<file path="src/rtl/sdiv_pkg.sv">
package sdiv_pkg;

    typedef enum logic [2:0] {
        ST_IDLE,
        ST_SETUP,
        ST_ITER,
        ST_FIX,
        ST_RANGE,
        ST_FINISH
    } sdiv_state_e;

endpackage

</file>
<file path="src/rtl/sdiv_fsm.sv">
module sdiv_fsm
    import sdiv_pkg::*;
#(
    parameter int W = 16
) (
    input  logic        clk,
    input  logic        rst_n,
    input  logic        start_i,
    input  logic        abort_setup_i,
    input  logic        abort_iter_i,
    output sdiv_state_e state_o,
    output logic        load_o,
    output logic        first_o,
    output logic        step_o,
    output logic        busy_o,
    output logic        done_o
);
    localparam int CW = $clog2(W);
    localparam logic [CW-1:0] CNT_TOP = CW'(W - 1);

    sdiv_state_e state, nxt;
    logic [CW-1:0] cnt;
    logic first;

    assign first = (state == ST_ITER) && (cnt == CNT_TOP);

    // state register and iteration counter
    always_ff @(posedge clk or negedge rst_n) begin
        if (!rst_n) begin
            state <= ST_IDLE;
            cnt   <= '0;
        end else begin
            state <= nxt;
            if (state == ST_SETUP) begin
                cnt <= CNT_TOP;
            end else if (state == ST_ITER && cnt != '0) begin
                cnt <= cnt - 1'b1;
            end
        end
    end

    // transitions
    always_comb begin
        nxt = state;
        unique case (state)
            ST_IDLE:   nxt = start_i ? ST_SETUP : ST_IDLE;
            ST_SETUP:  nxt = abort_setup_i ? ST_FINISH : ST_ITER;
            ST_ITER: begin
                if (first && abort_iter_i) nxt = ST_FINISH;
                else if (cnt == '0)        nxt = ST_FIX;
                else                       nxt = ST_ITER;
            end
            ST_FIX:    nxt = ST_RANGE;
            ST_RANGE:  nxt = ST_FINISH;
            ST_FINISH: nxt = ST_IDLE;
            default:   nxt = ST_IDLE;
        endcase
    end

    // outputs
    always_comb begin
        state_o = state;
        first_o = first;
        load_o  = (state == ST_IDLE) && start_i;
        step_o  = (state == ST_ITER) && !(first && abort_iter_i);
        busy_o  = (state != ST_IDLE);
        done_o  = (state == ST_FINISH);
    end

    AST_DONE_SINGLE: assert property (@(posedge clk) disable iff (!rst_n)
        done_o |=> !done_o);
    AST_BUSY_ON_START: assert property (@(posedge clk) disable iff (!rst_n)
        (state == ST_IDLE && start_i) |=> busy_o);
    AST_IDLE_AFTER_DONE: assert property (@(posedge clk) disable iff (!rst_n)
        done_o |=> (state == ST_IDLE));
    AST_FIX_AFTER_ITER: assert property (@(posedge clk) disable iff (!rst_n)
        (state == ST_FIX) |-> ($past(state) == ST_ITER));
    AST_START_IGNORED: assert property (@(posedge clk) disable iff (!rst_n)
        (state == ST_ITER && start_i && !first) |=> (state != ST_SETUP));

endmodule

</file>
<file path="src/rtl/sdiv_guard.sv">
module sdiv_guard #(
    parameter int W = 16
) (
    input  logic [1:0]   dvd_top_i,
    input  logic [W-1:0] dsr_i,
    input  logic [W+1:0] prem_i,
    output logic         zero_o,
    output logic         early_o,
    output logic         band_out_o,
    output logic [W:0]   dmag_o
);
    localparam logic [W-1:0] MOST_NEG = {1'b1, {(W-1){1'b0}}};

    logic [W:0]   dsx;
    logic [W+1:0] mag2;
    logic         min_dsr;

    always_comb begin
        zero_o  = (dsr_i == '0);
        min_dsr = (dsr_i == MOST_NEG);
        early_o = !min_dsr && (dvd_top_i[1] != dvd_top_i[0]);
        dsx     = {dsr_i[W-1], dsr_i};
        dmag_o  = dsr_i[W-1] ? (~dsx + 1'b1) : dsx;
        mag2    = {1'b0, dmag_o};
        band_out_o = ($signed(prem_i) < $signed(-mag2)) ||
                     ($signed(prem_i) >= $signed(mag2));
    end

endmodule

</file>
<file path="src/rtl/sdiv_step.sv">
module sdiv_step #(
    parameter int W = 16
) (
    input  logic [W+1:0] prem_i,
    input  logic [W-1:0] dsr_i,
    input  logic         bit_i,
    output logic [W+1:0] prem_o,
    output logic         qbit_o
);
    logic [W+1:0] dext, shifted;
    logic         same;

    always_comb begin
        dext    = {{2{dsr_i[W-1]}}, dsr_i};
        shifted = {prem_i[W:0], bit_i};
        same    = (prem_i[W+1] == dsr_i[W-1]);
        prem_o  = same ? (shifted - dext) : (shifted + dext);
        qbit_o  = same;
    end

endmodule

</file>
<file path="src/rtl/sdiv_fixup.sv">
module sdiv_fixup #(
    parameter int W = 16
) (
    input  logic [W+1:0] prem_i,
    input  logic [W-1:0] cbits_i,
    input  logic [W-1:0] dsr_i,
    input  logic [W:0]   dmag_i,
    input  logic         dvd_neg_i,
    output logic [W+1:0] q_o,
    output logic [W+1:0] r_o
);
    logic [W+1:0] qraw, dext, neg_mag;
    logic         p_zero, p_full, need, same;

    always_comb begin
        // digits of +1/-1 map to 2*C - (2^W - 1)
        qraw    = {1'b0, cbits_i, 1'b1} - {2'b01, {W{1'b0}}};
        dext    = {{2{dsr_i[W-1]}}, dsr_i};
        neg_mag = -{1'b0, dmag_i};
        p_zero  = (prem_i == '0);
        p_full  = (prem_i == neg_mag);
        need    = p_full || (!p_zero && (prem_i[W+1] != dvd_neg_i));
        same    = (prem_i[W+1] == dsr_i[W-1]);
        if (!need) begin
            q_o = qraw;
            r_o = prem_i;
        end else if (same) begin
            q_o = qraw + 1'b1;
            r_o = prem_i - dext;
        end else begin
            q_o = qraw - 1'b1;
            r_o = prem_i + dext;
        end
    end

endmodule

</file>
<file path="src/rtl/sdiv_nr.sv">
module sdiv_nr
    import sdiv_pkg::*;
#(
    parameter int W = 16
) (
    input  logic           clk,
    input  logic           rst_n,
    input  logic           start_i,
    input  logic [2*W-1:0] dividend_i,
    input  logic [W-1:0]   divisor_i,
    output logic           busy_o,
    output logic           done_o,
    output logic [W-1:0]   quot_o,
    output logic [W-1:0]   rem_o,
    output logic           ovf_o,
    output logic           dz_o
);
    localparam int DW = 2 * W;
    localparam int PW = W + 2;

    sdiv_state_e state;
    logic load, first, step;
    logic zero, early, band_out, qbit, fits;
    logic [W:0]    dmag;
    logic [PW-1:0] prem_nxt, q_fix, r_fix;

    logic [1:0]    dvd_top_q;
    logic [W-1:0]  dsr_q, lo_q, cbits_q, quot_q, rem_q;
    logic [PW-1:0] prem_q, qw_q;
    logic          ovf_q, dz_q;

    sdiv_fsm #(.W(W)) u_fsm (
        .clk          (clk),
        .rst_n        (rst_n),
        .start_i      (start_i),
        .abort_setup_i(zero | early),
        .abort_iter_i (band_out),
        .state_o      (state),
        .load_o       (load),
        .first_o      (first),
        .step_o       (step),
        .busy_o       (busy_o),
        .done_o       (done_o)
    );

    sdiv_guard #(.W(W)) u_guard (
        .dvd_top_i (dvd_top_q),
        .dsr_i     (dsr_q),
        .prem_i    (prem_q),
        .zero_o    (zero),
        .early_o   (early),
        .band_out_o(band_out),
        .dmag_o    (dmag)
    );

    sdiv_step #(.W(W)) u_step (
        .prem_i(prem_q),
        .dsr_i (dsr_q),
        .bit_i (lo_q[W-1]),
        .prem_o(prem_nxt),
        .qbit_o(qbit)
    );

    sdiv_fixup #(.W(W)) u_fix (
        .prem_i   (prem_q),
        .cbits_i  (cbits_q),
        .dsr_i    (dsr_q),
        .dmag_i   (dmag),
        .dvd_neg_i(dvd_top_q[1]),
        .q_o      (q_fix),
        .r_o      (r_fix)
    );

    assign fits = (qw_q[PW-1:W-1] == 3'b000) || (qw_q[PW-1:W-1] == 3'b111);

    always_ff @(posedge clk or negedge rst_n) begin
        if (!rst_n) begin
            dvd_top_q <= '0;
            dsr_q     <= '0;
            lo_q      <= '0;
            cbits_q   <= '0;
            prem_q    <= '0;
            qw_q      <= '0;
            quot_q    <= '0;
            rem_q     <= '0;
            ovf_q     <= 1'b0;
            dz_q      <= 1'b0;
        end else begin
            if (load) begin
                dvd_top_q <= dividend_i[DW-1:DW-2];
                dsr_q     <= divisor_i;
                prem_q    <= {{2{dividend_i[DW-1]}}, dividend_i[DW-1:W]};
                lo_q      <= dividend_i[W-1:0];
                cbits_q   <= '0;
                ovf_q     <= 1'b0;
                dz_q      <= 1'b0;
            end
            if (state == ST_SETUP && (zero || early)) begin
                ovf_q <= 1'b1;
                dz_q  <= zero;
            end
            if (first && band_out) begin
                ovf_q <= 1'b1;
            end
            if (step) begin
                prem_q  <= prem_nxt;
                lo_q    <= {lo_q[W-2:0], 1'b0};
                cbits_q <= {cbits_q[W-2:0], qbit};
            end
            if (state == ST_FIX) begin
                prem_q <= r_fix;
                qw_q   <= q_fix;
            end
            if (state == ST_RANGE) begin
                quot_q <= qw_q[W-1:0];
                rem_q  <= prem_q[W-1:0];
                ovf_q  <= !fits;
            end
        end
    end

    assign quot_o = quot_q;
    assign rem_o  = rem_q;
    assign ovf_o  = ovf_q;
    assign dz_o   = dz_q;

    // checking helpers
    logic [W:0]    rem_abs;
    logic [PW-1:0] band_hi;
    logic          prem_in_band;
    always_comb begin
        rem_abs      = rem_o[W-1] ? -{1'b1, rem_o} : {1'b0, rem_o};
        band_hi      = {1'b0, dmag};
        prem_in_band = ($signed(prem_q) >= $signed(-band_hi)) &&
                       ($signed(prem_q) <  $signed(band_hi));
    end

    AST_ZERO_DIVISOR: assert property (@(posedge clk) disable iff (!rst_n)
        (state == ST_SETUP && zero) |=> (done_o && dz_o && ovf_o));
    AST_EARLY_ABORT: assert property (@(posedge clk) disable iff (!rst_n)
        (state == ST_SETUP && !zero && early) |=> (done_o && ovf_o && !dz_o));
    AST_BAND_ABORT: assert property (@(posedge clk) disable iff (!rst_n)
        (first && band_out) |=> (done_o && ovf_o));
    AST_PREM_BAND: assert property (@(posedge clk) disable iff (!rst_n)
        step |=> prem_in_band);
    AST_REM_SIGN: assert property (@(posedge clk) disable iff (!rst_n)
        (done_o && !ovf_o && rem_o != '0) |-> (rem_o[W-1] == dvd_top_q[1]));
    AST_REM_BOUND: assert property (@(posedge clk) disable iff (!rst_n)
        (done_o && !ovf_o) |-> (rem_abs < dmag));

endmodule

</file>
<file path="config.mk">
export PLATFORM = sky130hd
export DESIGN_NAME = sdiv_nr
export DESIGN_NICKNAME = d
export VERILOG_FILES = /design/src/rtl/sdiv_pkg.sv /design/src/rtl/sdiv_fsm.sv /design/src/rtl/sdiv_guard.sv /design/src/rtl/sdiv_step.sv /design/src/rtl/sdiv_fixup.sv /design/src/rtl/sdiv_nr.sv
export SDC_FILE = /design/constraint.sdc
export NUM_CORES = 1
export LEC_CHECK = 0
export BUFFER_PORTS_ARGS = -buffer_cell sky130_fd_sc_hd__buf_2
export CORE_MARGIN = 8
export CORE_UTILIZATION = 40
export CTS_BUF_LIST = sky130_fd_sc_hd__clkbuf_4 sky130_fd_sc_hd__clkbuf_8
export DETAILED_ROUTE_END_ITERATION = 7
export GPL_ROUTABILITY_DRIVEN = 0
export HOLD_SLACK_MARGIN = 0.1
export PLACE_DENSITY_LB_ADDON = 0.08
export RECOVER_POWER = 50
export SYNTH_ARGS = -nofsm -noshare
export SYNTH_HDL_FRONTEND = slang
export SYNTH_HIERARCHICAL = 1
export SYNTH_SLANG_ARGS = --single-unit
</file>
<file path="constraint.sdc">
create_clock -name clk -period 9.2 [get_ports clk]
set_clock_uncertainty 0.2 [all_clocks]
set_input_delay 0.46 -clock clk [delete_from_list [all_inputs] [get_ports clk]]
set_output_delay 0.46 -clock clk [all_outputs]
set_load 0.01 [all_outputs]
</file>
# Word-level counts from Yosys, hierarchy flattened

Cells that the tools add are included.

Flip-flop bits (word level): 127
Input bits: 51
Output and inout port bits: 36
Logic and storage cells: 93

Add/subtract/negate cells: 10
Order comparisons: 2
Equal/unequal tests: 13
Multiplexer cells: 25
Bitwise logic cells: 2
Reductions and logical operators: 29

Operator list:

| kind                                                                   | number |
|---|---|
| 18-bit 2-to-1 mux                                                      | 8 |
| 16-bit 2-to-1 mux                                                      | 4 |
| 18-bit adder                                                           | 2 |
| 18-bit subtractor                                                      | 2 |
| 18-bit by 1-bit adder with 18-bit output (second input constant)       | 1 |
| 18-bit == test                                                         | 1 |
| 18-bit >= comparator                                                   | 1 |
| 18-bit zero test                                                       | 1 |
| 18-bit less-than comparator                                            | 1 |
| 17-bit negation with 18-bit output                                     | 1 |
| 17-bit by 17-bit subtractor with 18-bit output (second input constant) | 1 |
| 18-bit by 1-bit subtractor with 18-bit output (second input constant)  | 1 |
| 17-bit by 1-bit adder with 17-bit output (second input constant)       | 1 |
| 17-bit 2-to-1 mux                                                      | 1 |
| 17-bit inverter                                                        | 1 |
| 16-bit == test (second input constant)                                 | 1 |
| 16-bit zero test                                                       | 1 |
| 3-bit one-hot mux with 5 select lines                                  | 1 |
| 3-bit == test (second input constant)                                  | 3 |
| 1-bit logical AND                                                      | 8 |
| 4-bit 2-to-1 mux                                                       | 2 |
| 4-bit nonzero test                                                     | 2 |
| 1-bit 2-to-1 mux                                                       | 7 |
| 3-bit by 2-bit == test with 1-bit output (second input constant)       | 2 |
| other kinds (15)                                                       | 27 |

# Depth between registers and ports, before layout

Gate-level depths: netlist of run 1.

Word-level depth: 11
Depth in mapped cells: 24

# By module

The synthesis of run 1 kept the hierarchy.

Modules (own cells, without submodules):

| module     | times used | cells each | area each (um^2) | seq. area each (um^2) |
|---|---|---|---|---|
| sdiv_nr    | 1          | 451        | 5,033.6          | 3,002.9 |
| sdiv_fixup | 1          | 321        | 2,404.8          | 0.0 |
| sdiv_guard | 1          | 210        | 1,622.8          | 0.0 |
| sdiv_step  | 1          | 163        | 1,187.4          | 0.0 |
| sdiv_fsm   | 1          | 53         | 474.2            | 175.2 |

# Worst setup path after synthesis of run 1

OpenSTA, ideal clock, no wires.

Kind: register to register
Start: register dsr_q[0]
End: register prem_q[15]
Setup time: 0.104 ns
Data arrival time: 4.820 ns
Required time: 8.896 ns
Slack: 4.076 ns
Stages on the path, launching flop included: 25
Buffers on the path: 3
Period minus slack after synthesis: 5.124 ns
Path through: dfrtp_1 -> inv_1 -> ha_1 -> or4b_4 -> or2_1 -> buf_6 -> o41ai_4 -> xor2_2 -> inv_2 -> nor4_4 -> and2_2 -> ha_1 -> nand4_1 -> nor3_1 -> o21ai_0 -> a31oi_1 -> or4_1 -> o2111ai_1 -> and4_1 -> nor2_1 -> buf_2 -> inv_2 -> buf_2 -> a21oi_1 -> a221oi_1

Longest elaborated chain between the ends: 11

Ends and longest elaborated chain:

| element                                                                   | RTL line         | text |
|---|---|---|
| from (decl)                                                               | sdiv_nr.sv:28    | `logic [W-1:0] dsr_q, lo_q, cbits_q, quot_q, rem_q;` |
| from (signal assigned)                                                    | sdiv_nr.sv:91    | `dsr_q <= divisor_i;` |
| 17-bit inverter *                                                         | sdiv_guard.sv:23 | `dmag_o = dsr_i[W-1] ? (~dsx + 1'b1) : dsx;` |
| 17-bit by 1-bit adder with 17-bit output *                                | sdiv_guard.sv:23 |  |
| 17-bit 2-to-1 mux *                                                       | sdiv_guard.sv:23 |  |
| net dmag[14]                                                              | sdiv_nr.sv:24    | `logic [W:0] dmag;` |
| 17-bit negation with 18-bit output                                        | sdiv_guard.sv:25 | `band_out_o = ($signed(prem_i) < $signed(-mag2)) \|\|` |
| 18-bit less-than comparator                                               | sdiv_guard.sv:25 |  |
| 1-bit logical OR *                                                        | sdiv_guard.sv:25 |  |
| net band_out                                                              | sdiv_nr.sv:23    | `logic zero, early, band_out, qbit, fits;` |
| 1-bit logical AND *                                                       | sdiv_fsm.sv:65   | `step_o = (state == ST_ITER) && !(first && abort_iter_i);` |
| 1-bit zero test *                                                         | sdiv_fsm.sv:65   |  |
| 1-bit logical AND *                                                       | sdiv_fsm.sv:65   |  |
| net step                                                                  | sdiv_nr.sv:22    | `logic load, first, step;` |
| 3-bit nonzero test (no source line) or 18-bit 2-to-1 mux (tied branches)  | -                |  |
| 2-bit AND reduction (no source line) or 18-bit 2-to-1 mux (tied branches) | -                |  |
| to (signal assigned)                                                      | sdiv_nr.sv:92    | `prem_q <= {{2{dividend_i[DW-1]}}, dividend_i[DW-1:W]};` |
| to (signal assigned)                                                      | sdiv_nr.sv:106   | `prem_q <= prem_nxt;` |
| to (signal assigned)                                                      | sdiv_nr.sv:111   | `prem_q <= r_fix;` |
| to (decl)                                                                 | sdiv_nr.sv:29    | `logic [PW-1:0] prem_q, qw_q;` |

Mark *: on every way through the listed nets, which the timed path passes. The rest lies on a longest branch. The select of a mux whose other input is x is not followed.
A chain may end at the register's enable or synchronous reset.

# Worst setup path in the final report of run 1

Start: register dsr_q[0]
End: register prem_q[16]

Same word-level chain as after synthesis.

==> impl_metrics.csv, run 1 <==
group,metric,value,unit
status,status,"complete, but fails checks",
status,violations,"capacitance limit, slew limit",
final_layout,final_cell_count_no_fill,1648,
grt,overflow,0,
place,dp_hpwl,22.1,mm
sta,setup_viol,0,
synthesis,synth_top_area_cell,"dfrtp_1",
sta,finalMaxSlewViolations,78,
clocking,cts.sink_count,127,
routing,first_iter_violations,557,
final_layout,final_nets,1422,
clocking,path_clk_slew,0.11,ns
synthesis,synthCells,1198,
floorplan,pin_count,87,
clocking,cts.htree.levels,4,
critical_path,crit_chain,"inv_1, ha_1, or4b_4, or2_1, o41ai_4, xor2_2, inv_2, nor4_4, xnor2_1, ha_1, nand4_1, or2_2, o22ai_1, or4_1, o2111ai_1, and4_1, nor2_4, buf_4, nor3_1, a221oi_1",
clocking,post_cts_buffers,0,
grt,grt_pass1_vias,8967,
critical_path,crit_arrival,6.20,ns
routing,via_per_inst,5.56,
synthesis,syn_nets,1327,
hold_path,hold-path-cell-count,3,
final_layout,area_growth,11.8,%
final_layout,drive_gt1_frac,0.155,
place,dp.cells,1586,
sta,rsz0062_at_grt,"false",
routing,vias,9155,
critical_path,crit_family,"simple AND/OR/NAND/NOR gates",
critical_path,startpoint_type,"register",
sta,period_share,0.658,
clocking,cts_buffers,17,
clocking,clock_latency,0.46,ns
synthesis,synth.distinct_cells,89,
synthesis,synth_area_leaders,"dfrtp_1 (30%), ha_1 (8.9%), xnor2_1 (6.8%)",
routing,first_pass_iters,5,
critical_path,r2r_cells,20,
synthesis,synth_ff_type,"dfrtp_1",
sta,whs,0.113,ns
routing,routed_wl,30.5,mm
synthesis,synthArstFlopShare,1.00,
routing,postRouteAntennaNets,0,
sta,fmax,165,MHz
synthesis,synth_enable_flop_cells,0,
sta,tns,0,ns
routing,drt_drc_violations_left,0,
floorplan,fp-row-count,60,
clocking,post_cts_resized,0,
hold_path,hold_path.class,"primary input to register",
floorplan,dieArea,0.0323,mm^2
sta,tightest_slew,3.49,ns
clocking,cts.path.max_buffers,2,
place,post-place-ws,3.15,ns
grt,grt_pass1_wl,49.2,mm
place,port-buffer-count,86,
sta,hold_viol,0,
critical_path,crit_fanout,69,
sta,fin_crit,6.05,ns
synthesis,seq_area_frac_synth,0.296,
critical_path,crit_slowest_cell,"dfrtp_1",
grt,track_usage,0.186,
synthesis,synth.avg_cell_area,8.95,um^2
critical_path,path_class,"register to register",
critical_path,cpPeakStageDelay,0.66,ns
critical_path,required,9.34,ns
synthesis,ys_warn_count,6,
floorplan,core,0.0267,mm^2
sta,setup_slack,3.15,ns
synthesis,synth_top_area_share,0.296,
grt,grt_max_degree,70,
final_layout,num-fill-cells,2640,
grt,antenna_found_initial,0,
routing,routedWlPerCell,18.5,um
clocking,cts_tree,"built",
floorplan,die_w,180,um
critical_path,crit_buf_inv,3,
critical_path,cp.depth,20,
floorplan,dieHeight,180,um
critical_path,cp-end-kind,"register",
critical_path,worst_path_most_repeated_cell,"ha_1",
clocking,root_buffer,"clkbuf_8",
synthesis,ys_ff_latch,127,
synthesis,syn_area,0.0107,mm^2
sta,relSlewSlack,-1.33,
flow_run,drv_cap,2,
floorplan,initial_core_util,0.402,
==> through the flow <==
step,util,area (um^2)
global route,0.450,12000
finish,0.450,12000
detailed placement,0.427,11400
floorplan,-,10700
global placement,0.427,11400
CTS,0.452,12100
==> tightest hold or removal path, cell delays in order <==
cell and delay [ns]:
buf_2 0.08, mux2i_1 0.05, o21ai_0 0.14
==> cell families (layout without fill, tap and decap cells) <==
group | after synthesis | after routing | synth area share
simple gates | 402 | 402 | 0.198
compound gates | 279 | 279 | 0.169
flops | 127 | 127 | 0.296
xor+xnor | 123 | 123 | 0.103
buf+inv | 95 | 203 | 0.0442
mux | 92 | 92 | 0.0958
fa+ha+maj | 78 | 78 | 0.0924
other cells | 2 | 3 | 0.000700
==> layout by cell type (no fill, tap or decap), drive strengths merged, types with 11 or more instances in the layout <==
cell and instances:
or2 11, inv 54, or3 13, nor4 14, a21o 22, dlygate4sd3 29, a21oi 59, xor2 39
nor3 29, and3 14, ha 76, mux2 67, and2 25, xnor2 83, nor2 52, o2111ai 14
clkbuf 52, buf 62, nand3 25, a31oi 11, nor2b 13, a211oi 17, dfrtp 127, mux2i 25
nand2 151, o21ai 96
==> synth_stat cells, types with 17 or more instances <==
master and n:
a21oi_1 59, inv_1 42, nor3_1 26, buf_2 19, dfrtp_1 127, a21o_1 22
mux2i_1 25, a211oi_1 17, nand2_1 151, xnor2_1 83, nand3_1 23, xor2_1 37
ha_1 76, mux2_2 61, and2_1 24, nor2_1 51, o21ai_0 94
==> registers in the layout, indices dropped and copies added, names as in the netlist <==
signal         flops
qw_q              18
quot_o            16
dvd_top_q          2
dz_o               1
dsr_q             16
lo_q              16
u_fsm/cnt          4
cbits_q           16
rem_o             16
ovf_o              1
prem_q            18
u_fsm/state_o      3
==> final cells by class <==
type                    instances  area (um^2)  area share
clock inverters                15          145      0.0121
multi-input cells             976         7080       0.590
clock buffers                  17          234      0.0195
inverters                      45          169      0.0141
repair buffers                126          759      0.0633
diodes                          1         2.50    0.000209
well taps                     341          427      0.0356
flip-flops and latches        127         3180       0.265
==> path summary, 6_finish.rpt <==
check | endpoint | startpoint | slack (ns)
worst max-delay path | prem_q[16] | dsr_q[0] | 3.15
worst min-delay path | lo_q[3] | dividend_i[3] | 0.11
worst max register to register | prem_q[16] | dsr_q[0] | 3.15
worst min register to register | qw_q[11] | qw_q[11] | 0.28
max in group asynchronous | cbits_q[0] | rst_n | 4.96
min in group asynchronous | rem_o[5] | rst_n | 1.52
==> routing by layer <==
layer  part of all wire  GRT usage
met5                  0          0
met4              0.014     0.0393
met3              0.045     0.0282
met2               0.43      0.285
met1               0.51      0.270
==> what timing repair did <==
action | in CTS | in global routing
endpoints found under the hold margin | 86 | 0
hold buffers | 29 | 0
endpoints found under the setup margin | 0 | 0
Power of run 1 is not shown: default switching activity piles up to over one toggle a cycle in this logic, so the estimate is an artifact.
==> run 2, diff against run 1 <==
- clock period: 9.2 -> 5.3 ns (I/O delays scaled with it)
==> run 2 against run 1 <==
Effect of this change: the run still ends with capacitance limit, slew limit left; utilization is 2.8 points higher; final area is 6.2% higher; first-iteration DRC count grew 16%.
==> impl_metrics.csv, run 2 (synthesis gave the netlist of run 1 again) <==
group,metric,value,unit
final_layout,area_growth,18.8,%
critical_path,path_class,"register to register",
status,violations,"capacitance limit, slew limit",
final_layout,final_nets,1490,
sta,whs,0.274,ns
routing,postRouteAntennaNets,0,
sta,relSlewSlack,-0.566,
clocking,cts.sink_count,127,
critical_path,cp-end-kind,"register",
grt,grt_pass1_vias,9039,
critical_path,startpoint_type,"register",
status,status,"complete, but fails checks",
hold_path,hold_path.class,"register to register",
critical_path,required,5.43,ns
grt,overflow,0,
place,port-buffer-count,86,
floorplan,initial_core_util,0.402,
final_layout,final_cell_count_no_fill,1715,
routing,first_pass_iters,5,
final_layout,mostFrequentLayoutCells,"nand2_1 (151), dfrtp_1 (127), o21ai_0 (86)",
sta,fin_crit,5.08,ns
grt,grt_max_degree,89,
final_layout,layout_commonest_cell,"nand2_1",
sta,finalMaxSlewViolations,89,
critical_path,crit_chain,"inv_2, ha_2, or4b_4, or2_4, o41ai_4, xor2_2, inv_2, buf_4, nor4_1, ha_1, nand4_1, or2_2, o22ai_1, or4_1, o2111ai_2, and4_4, nor2_4, buf_4, clkbuf_16, a211oi_1, o21ai_0",
clocking,clock_latency,0.46,ns
floorplan,dieHeight,180,um
routing,vias,9358,
floorplan,fp-row-count,60,
sta,fmax,197,MHz
clocking,cts_buffers,17,
floorplan,pin_count,87,
sta,tns,0,ns
routing,routedWlPerCell,17.9,um
final_layout,num_antenna_cells,0,
sta,hold_viol,0,
clocking,root_buffer,"clkbuf_8",
critical_path,cpPeakStageDelay,0.51,ns
critical_path,crit_arrival,5.21,ns
clocking,cts.path.max_buffers,2,
sta,period_share,0.958,
routing,drt_drc_violations_left,0,
clocking,path_clk_slew,0.10,ns
place,dp_hpwl,22.9,mm
floorplan,core,0.0267,mm^2
final_layout,reg_top3,"prem_q x18, qw_q x18",
routing,via_per_inst,5.46,
critical_path,crit_fanout,11,
routing,routed_wl,30.7,mm
grt,grt_pass1_wl,49.3,mm
floorplan,dieArea,0.0323,mm^2
floorplan,die_w,180,um
place,dp.cells,1623,
flow_run,drv_cap,1,
critical_path,crit_slowest_cell,"or4_1",
grt,antenna_found_initial,0,
sta,tightest_slew,2.35,ns
clocking,cts_tree,"built",
clocking,cts.htree.levels,4,
grt,track_usage,0.187,
sta,setup_viol,0,
routing,first_iter_violations,648,
final_layout,drive_gt1_frac,0.195,
run 2: area by class of cell:
cell class              count  area [um^2]
flip-flops and latches    127         3180
multi-input cells         976         7160
inverters                  45          169
well taps                 341          427
clock buffers              18          241
repair buffers            194         1390
clock inverters            14          179
fillers                  2596        13900
run 2: what timing repair did:
item / 4_1_cts / 5_1_grt
resized for setup: 0 / 25
hold buffers: 49 / 0
setup buffers: 0 / 9
endpoints found under the hold margin: 136 / 0
endpoints found under the setup margin: 0 / 50
run 2: critical path: cells and delay by family (launching register included):
family,cells,cell delay (ns)
AOI/OAI and AO/OA,5,0.78
xor gates and xnor gates,1,0.20
adders and majority gates,2,0.49
buffers and inverters,5,0.60
DFF,1,0.41
and+or+nand+nor,8,2.26
run 2: through the flow:
step	setup slack, ns	area (um^2)	util
after global placement	0.311	11700	0.439
after CTS	0.0729	12600	0.473
after floorplan	0.176	10700	-
after global routing	-0.0180	12700	0.478
final	0.220	12700	0.478
after detailed placement	0.123	11700	0.439
run 2: final timing paths:
path / start / endpoint / slack, ns / depth (start not counted)
worst max-delay path: dsr_q[0] / prem_q[3] / 0.22 / 21
worst min-delay path: qw_q[10] / qw_q[10] / 0.27 / 2
worst max register to register: dsr_q[0] / prem_q[3] / 0.22 / 21
worst min register to register: qw_q[10] / qw_q[10] / 0.27 / 2
max in group asynchronous: rst_n / cbits_q[9] / 1.99 / 3
min in group asynchronous: rst_n / rem_o[2] / 0.85 / 2
run 2: layer usage:
layer,track usage,share of wire
met4,0.0447,0.014
met5,0,0
met1,0.279,0.52
met2,0.277,0.42
met3,0.0280,0.037
Power of run 2 is left out for the same reason.
